## src/rtl/hbj_pkg.sv

```systemverilog
package hbj_pkg;

    typedef enum logic [1:0] {
        PH_LOCK = 2'd0,
        PH_HUNT = 2'd1,
        PH_CARD = 2'd2,
        PH_LINK = 2'd3
    } phase_e;

    typedef enum logic [1:0] {
        OWN_NONE   = 2'd0,
        OWN_A      = 2'd1,
        OWN_B      = 2'd2,
        OWN_SETTLE = 2'd3
    } owner_e;

    typedef struct packed {
        phase_e ph;
    } ctl_s;

    typedef struct packed {
        owner_e own;
    } pair_s;

endpackage

```

## src/rtl/hbj_sync.sv

```systemverilog
module hbj_sync #(
    parameter int W     = 4,
    parameter int DEPTH = 2
) (
    input  logic         clk,
    input  logic         rst_n,
    input  logic [W-1:0] d,
    output logic [W-1:0] q
);
    logic [DEPTH-1:0][W-1:0] stg_d, stg_q;

    always_comb begin
        stg_d[0] = d;
        for (int i = 1; i < DEPTH; i++) begin
            stg_d[i] = stg_q[i-1];
        end
    end

    // lines idle high, so the chain resets to ones
    always_ff @(posedge clk or negedge rst_n) begin
        if (!rst_n) stg_q <= '1;
        else        stg_q <= stg_d;
    end

    assign q = stg_q[DEPTH-1];
endmodule

```

## src/rtl/hbj_endwatch.sv

```systemverilog
module hbj_endwatch #(
    parameter int IDLE_CYCLES = 9500
) (
    input  logic clk,
    input  logic rst_n,
    input  logic clr,
    input  logic scl_i,
    input  logic sda_i,
    output logic stop_hit,
    output logic idle_hit
);
    localparam int CW = $clog2(IDLE_CYCLES + 1);
    localparam logic [CW-1:0] CNT_TOP = CW'(IDLE_CYCLES);

    typedef struct packed {
        logic          scl_prev;
        logic          sda_prev;
        logic [CW-1:0] cnt;
    } ew_s;

    ew_s ew_d, ew_q;

    always_comb begin
        ew_d          = ew_q;
        ew_d.scl_prev = scl_i;
        ew_d.sda_prev = sda_i;
        if (clr || !scl_i || !sda_i) begin
            ew_d.cnt = '0;
        end else if (ew_q.cnt != CNT_TOP) begin
            ew_d.cnt = ew_q.cnt + 1'b1;
        end
    end

    always_ff @(posedge clk or negedge rst_n) begin
        if (!rst_n) ew_q <= '{scl_prev: 1'b1, sda_prev: 1'b1, cnt: '0};
        else        ew_q <= ew_d;
    end

    // data low->high with clock high on both neighbouring samples
    assign stop_hit = ew_q.scl_prev & scl_i & ~ew_q.sda_prev & sda_i;
    assign idle_hit = (ew_q.cnt == CNT_TOP);

    AST_IDLE_NEEDS_HIGH: assert property (@(posedge clk) disable iff (!rst_n)
        idle_hit |-> ($past(scl_i) && $past(sda_i)));
endmodule

```

## src/rtl/hbj_pair.sv

```systemverilog
module hbj_pair
    import hbj_pkg::*;
(
    input  logic clk,
    input  logic rst_n,
    input  logic active,
    input  logic a_lvl,
    input  logic b_lvl,
    output logic a_pd,
    output logic b_pd
);
    pair_s pr_d, pr_q;

    always_comb begin
        pr_d = pr_q;
        if (!active) begin
            pr_d.own = OWN_NONE;
        end else begin
            unique case (pr_q.own)
                OWN_NONE: begin
                    if (!a_lvl)      pr_d.own = OWN_A;
                    else if (!b_lvl) pr_d.own = OWN_B;
                end
                OWN_A:      if (a_lvl) pr_d.own = OWN_SETTLE;
                OWN_B:      if (b_lvl) pr_d.own = OWN_SETTLE;
                OWN_SETTLE: pr_d.own = OWN_NONE;
            endcase
        end
    end

    always_ff @(posedge clk or negedge rst_n) begin
        if (!rst_n) pr_q <= '{own: OWN_NONE};
        else        pr_q <= pr_d;
    end

    // the side that pulled low first is echoed onto the other side
    assign b_pd = (pr_q.own == OWN_A);
    assign a_pd = (pr_q.own == OWN_B);

    AST_FWD_SRC_A: assert property (@(posedge clk) disable iff (!rst_n)
        a_pd |-> $past(!b_lvl));
    AST_FWD_SRC_B: assert property (@(posedge clk) disable iff (!rst_n)
        b_pd |-> $past(!a_lvl));
    AST_PAIR_QUIET: assert property (@(posedge clk) disable iff (!rst_n)
        !active |=> (!a_pd && !b_pd));
endmodule

```

## src/rtl/hotbus_link.sv

```systemverilog
module hotbus_link
    import hbj_pkg::*;
#(
    parameter int IDLE_CYCLES = 9500,
    parameter int SYNC_DEPTH  = 2
) (
    input  logic clk,
    input  logic rst_n,
    input  logic supply_ok,
    input  logic enable,
    input  logic bp_scl_i,
    input  logic bp_sda_i,
    input  logic cd_scl_i,
    input  logic cd_sda_i,
    output logic link_on,
    output logic accel_on,
    output logic ready,
    output logic bp_scl_pd,
    output logic bp_sda_pd,
    output logic cd_scl_pd,
    output logic cd_sda_pd
);
    localparam int NPAIR = 2;
    localparam int NLINE = 2 * NPAIR;

    logic [NLINE-1:0] raw_lvl, syn_lvl;
    logic [NPAIR-1:0] bp_lvl, cd_lvl, bp_pd, cd_pd;
    logic             stop_hit, idle_hit, clr_idle, card_hi, pair_active;
    ctl_s             st_d, st_q;

    assign bp_lvl  = {bp_sda_i, bp_scl_i};
    assign cd_lvl  = {cd_sda_i, cd_scl_i};
    assign raw_lvl = {cd_lvl, bp_lvl};

    hbj_sync #(.W(NLINE), .DEPTH(SYNC_DEPTH)) u_sync (
        .clk   (clk),
        .rst_n (rst_n),
        .d     (raw_lvl),
        .q     (syn_lvl)
    );

    hbj_endwatch #(.IDLE_CYCLES(IDLE_CYCLES)) u_end (
        .clk      (clk),
        .rst_n    (rst_n),
        .clr      (clr_idle),
        .scl_i    (syn_lvl[0]),
        .sda_i    (syn_lvl[1]),
        .stop_hit (stop_hit),
        .idle_hit (idle_hit)
    );

    assign card_hi  = syn_lvl[2] & syn_lvl[3];
    assign clr_idle = (st_q.ph != PH_HUNT) || !enable;

    always_comb begin
        st_d = st_q;
        unique case (st_q.ph)
            PH_LOCK: if (supply_ok) st_d.ph = PH_HUNT;
            PH_HUNT: if (enable && (stop_hit || idle_hit)) st_d.ph = PH_CARD;
            PH_CARD: if (card_hi) st_d.ph = PH_LINK;
            PH_LINK: st_d.ph = PH_LINK;
        endcase
        if (!enable && st_q.ph != PH_LOCK) st_d.ph = PH_HUNT;
        if (!supply_ok)                    st_d.ph = PH_LOCK;
    end

    always_ff @(posedge clk or negedge rst_n) begin
        if (!rst_n) st_q <= '{ph: PH_LOCK};
        else        st_q <= st_d;
    end

    // pairs follow the next phase so their pull-downs leave with the link
    assign pair_active = (st_d.ph == PH_LINK);

    for (genvar k = 0; k < NPAIR; k++) begin : g_pair
        hbj_pair u_pair (
            .clk    (clk),
            .rst_n  (rst_n),
            .active (pair_active),
            .a_lvl  (bp_lvl[k]),
            .b_lvl  (cd_lvl[k]),
            .a_pd   (bp_pd[k]),
            .b_pd   (cd_pd[k])
        );
    end

    assign link_on   = (st_q.ph == PH_LINK);
    assign accel_on  = link_on;
    assign ready     = link_on & enable;
    assign bp_scl_pd = bp_pd[0];
    assign bp_sda_pd = bp_pd[1];
    assign cd_scl_pd = cd_pd[0];
    assign cd_sda_pd = cd_pd[1];

    AST_LOCK_QUIET: assert property (@(posedge clk) disable iff (!rst_n)
        !supply_ok |=> (!link_on && !accel_on && !ready));
    AST_EN_DROP: assert property (@(posedge clk) disable iff (!rst_n)
        !enable |=> !link_on);
    AST_UNLINKED_NO_PD: assert property (@(posedge clk) disable iff (!rst_n)
        !link_on |-> !(bp_scl_pd || bp_sda_pd || cd_scl_pd || cd_sda_pd));
    AST_LINK_CARD: assert property (@(posedge clk) disable iff (!rst_n)
        $rose(link_on) |-> $past(card_hi));
endmodule

```

## config.mk

```make
export PLATFORM = sky130hd
export DESIGN_NAME = hotbus_link
export DESIGN_NICKNAME = d
export VERILOG_FILES = /design/src/rtl/hbj_pkg.sv /design/src/rtl/hbj_sync.sv /design/src/rtl/hbj_endwatch.sv /design/src/rtl/hbj_pair.sv /design/src/rtl/hotbus_link.sv
export SDC_FILE = /design/constraint.sdc
export NUM_CORES = 1
export LEC_CHECK = 0
export CORE_ASPECT_RATIO = 1.2
export CORE_MARGIN = 2
export CORE_UTILIZATION = 60
export CTS_BUF_LIST = sky130_fd_sc_hd__clkbuf_8
export CTS_CLUSTER_DIAMETER = 150
export DETAILED_ROUTE_END_ITERATION = 10
export PLACE_DENSITY = 0.85
export SYNTH_ARGS = -nofsm -noshare
export SYNTH_HDL_FRONTEND = slang
export SYNTH_HIERARCHICAL = 1
export SYNTH_SLANG_ARGS = --single-unit
```

## constraint.sdc

```tcl
create_clock -name clk -period 3.3 [get_ports clk]
set_clock_uncertainty 0.05 [all_clocks]
set_input_delay 0.66 -clock clk [delete_from_list [all_inputs] [get_ports clk]]
set_output_delay 0.66 -clock clk [all_outputs]
set_load 0.1 [all_outputs]
```

==> flow_summary.ini <==
[worst_setup_path]
cp-end-kind = output pin
cpPeakStageDelay_ps = 580
start_kind = input pin
crit_type = input pin to output pin
rrSetupSlack_ps = 1430
cp_slowest_cell = clkdlybuf4s50_1
cp_top_family = buffers and inverters
worst_r2r_path_depth = 6
r2r_start = u_end/ew_q[0]
cp.required_ps = 2590
critPathMaxFanout = 5
cp_cell_sequence = clkdlybuf4s50_1, and3_2, buf_12
cp.arrival_ps = 1670
path_buf_inv = 2
rr_endpoint = st_q[0]

[clocking]
post_cts_buffers = 0
clock_latency_ps = 280
cts_max_level = 2
cts_root_buffer = clkbuf_8
ctsResizeCount = 0
cts.hold.buffers_added = 0
clk_pin_slew_ps = 60
tritoncts = done
cts_buffer_depth = 2
clock_sinks = 30
cts_made_buffers = 5

[synth]
synth.distinct_cells = 41
syn-num-nets = 164
yosys_warnings = 6
syn-instance-count = 147
synth_area_mm2 = 0.00158
syn_avg_cell_area_um2 = 10.8
yosys_register_bits = 30
ys_seq_area_share_pct = 48.2

[floorplanning]
core_mm2 = 0.00253
ios = 15
die_h_um = 60.3
die_area_mm2 = 0.00307
start_util_pct = 62.7
std_cell_rows = 20
die_w_um = 50.9

[worst_hold_path]
worst_hold_path.endpoint = u_sync/q[1]
hp-class = flip-flop to flip-flop
holdPathStages = 0
holdCritStartpoint = u_sync/stg_d[5]

[timing]
slew_viol_final = 0
post-route-period-util_pct = 72.0
layout_min_cycle_time_ps = 2380
tns_ps = 0
slew_headroom_pct = 39.2
max_freq_mhz = 421
worst_pin_slew_ps = 909
setup-violations-final = 0
hold_violations = 0
rsz0062_at_grt = no

[finish]
fin_nets = 182
final_common_cell = dfrtp_1
final_area_mm2 = 0.00184
syn_to_final_growth_pct = 16.4
mostFrequentLayoutCells = dfrtp_1, nor2_1, nand2_1
diodes = 0
fillers = 171
drive_gt1_share_pct = 19.9
final_core_util_pct = 73.0
finalNonFillerCells = 199

[routing]
first_iter_violations = 40
wl_per_cell_um = 14.7
drt-pass1-iter-count = 4
drt-total-wl_um = 2930
ant_nets = 0
route.detailed.drc = 0
vias = 1139
routed_via_density = 5.72

[status]
outcome = completed

[power_and_ir_drop]
leakage_nw = 0.760
power_w = 0.000757
p_per_area_mw_per_mm2 = 410
ir_worst_vdd_mv = 0.348

[global_route]
grt_util_all_layers_pct = 22.9
grt_pass1_vias = 1151
overflow = 0
grt_max_degree = 22
grt_pass1_wl_um = 5050
antenna_found_initial = 0

[placement]
place_congestion = 0.864
dpl_cell_area_mm2 = 0.00173
placed_cells = 191
portBuffers = 14
hpwlAfterDp_um = 2170

[run]
drv_cap = 0
worst register-to-register path, cell delays in order, from the launching register on:
cell and delay (ps):
dfrtp_1 420, inv_1 110, ha_1 150, nor4bb_4 320
and4_1 400, nor2_1 90, o221a_1 230
how the worst max path moves through the flow:
| stage | start | end | slack (ps) | depth (start not counted) |
|---|---|---|---|---|
| 2_1_floorplan | st_q[0] | link_on | 1310 | 2 |
| 4_1_cts | enable | ready | 930 | 3 |
| 5_1_grt | enable | ready | 890 | 3 |
| 3_5_place_dp | enable | ready | 930 | 3 |
| 3_3_place_gp | enable | ready | 960 | 3 |
| 6_report | enable | ready | 920 | 3 |
Yosys cell counts, drive strengths merged:
cell | count | area share [%]
nor2 | 14 | 3.3
xnor2 | 6 | 3.3
nor3b | 1 | 0.47
nor3 | 2 | 0.63
nand3 | 6 | 1.9
dfstp | 10 | 17
xor2 | 4 | 2.2
nand4 | 3 | 1.2
a21oi | 1 | 0.32
o221a | 1 | 0.71
nor2b | 6 | 2.4
o311ai | 1 | 0.55
o211ai | 1 | 0.47
nor4 | 3 | 2.1
dfrtp | 20 | 32
a221o | 2 | 1.3
nand3b | 1 | 1.3
or2 | 1 | 0.40
a41oi | 1 | 0.55
a311oi | 1 | 0.55
o31ai | 1 | 0.47
mux2i | 5 | 3.2
buf | 3 | 1.9
inv | 10 | 2.4
o41ai | 1 | 0.55
ha | 9 | 7.1
and4 | 3 | 1.7
and3 | 3 | 1.3
o21ai | 5 | 1.6
clkbuf | 1 | 0.24
o21bai | 1 | 0.47
and2 | 5 | 2.1
a21o | 1 | 0.47
nor4bb | 1 | 1.6
nand2 | 12 | 2.8
or3 | 1 | 0.40
sequential cells by signal, indices dropped and copies added, names as in the netlist:
register / flops
st_q: 2
g_pair.u_pair/pr_q: 4
u_sync/q: 4
u_sync/stg_d: 4
u_end/ew_q: 16
where the power goes:
part           switching, W  internal (W)  leakage (nW)
sequential       0.00000410      0.000380         0.382
combinational     0.0000195     0.0000157         0.320
clock              0.000127      0.000210        0.0575
per-layer routing:
metal | part of all wire [%] | vias up | global-route usage [%]
met5 | 0 | - | 0
met4 | 0.92 | 0 | 10.8
met3 | 4.3 | 4 | 6.50
met2 | 55 | 29 | 42.9
met1 | 40 | 568 | 23.2
li1 | - | 538 | -
area by class of cell:
type / count / area [um2] / share of cell area (%)
well taps: 33 / 41.3 / 2.24
flip-flops and latches: 30 / 763 / 41.4
multi-input cells: 103 / 749 / 40.6
repair buffers: 15 / 143 / 7.73
clock buffers: 8 / 110 / 5.97
inverters: 10 / 37.5 / 2.04
kinds of logic (layout without fill, tap and decap cells):
family | Yosys count | in the layout | synth area share [%]
xor+xnor | 10 | 10 | 5.53
fa+ha+maj | 9 | 9 | 7.11
buf+inv | 14 | 33 | 4.50
mux | 5 | 5 | 3.16
compound gates | 17 | 17 | 7.98
flops | 30 | 30 | 48.2
simple gates | 62 | 62 | 23.5
stage by stage:
step                hold slack [ps]  setup WS, ps
floorplan                       295          1310
global placement                296           962
detailed placement              297           931
CTS                             306           928
global route                    309           886
finish                          305           925
Note: power is estimated with default switching activity, not from simulation.
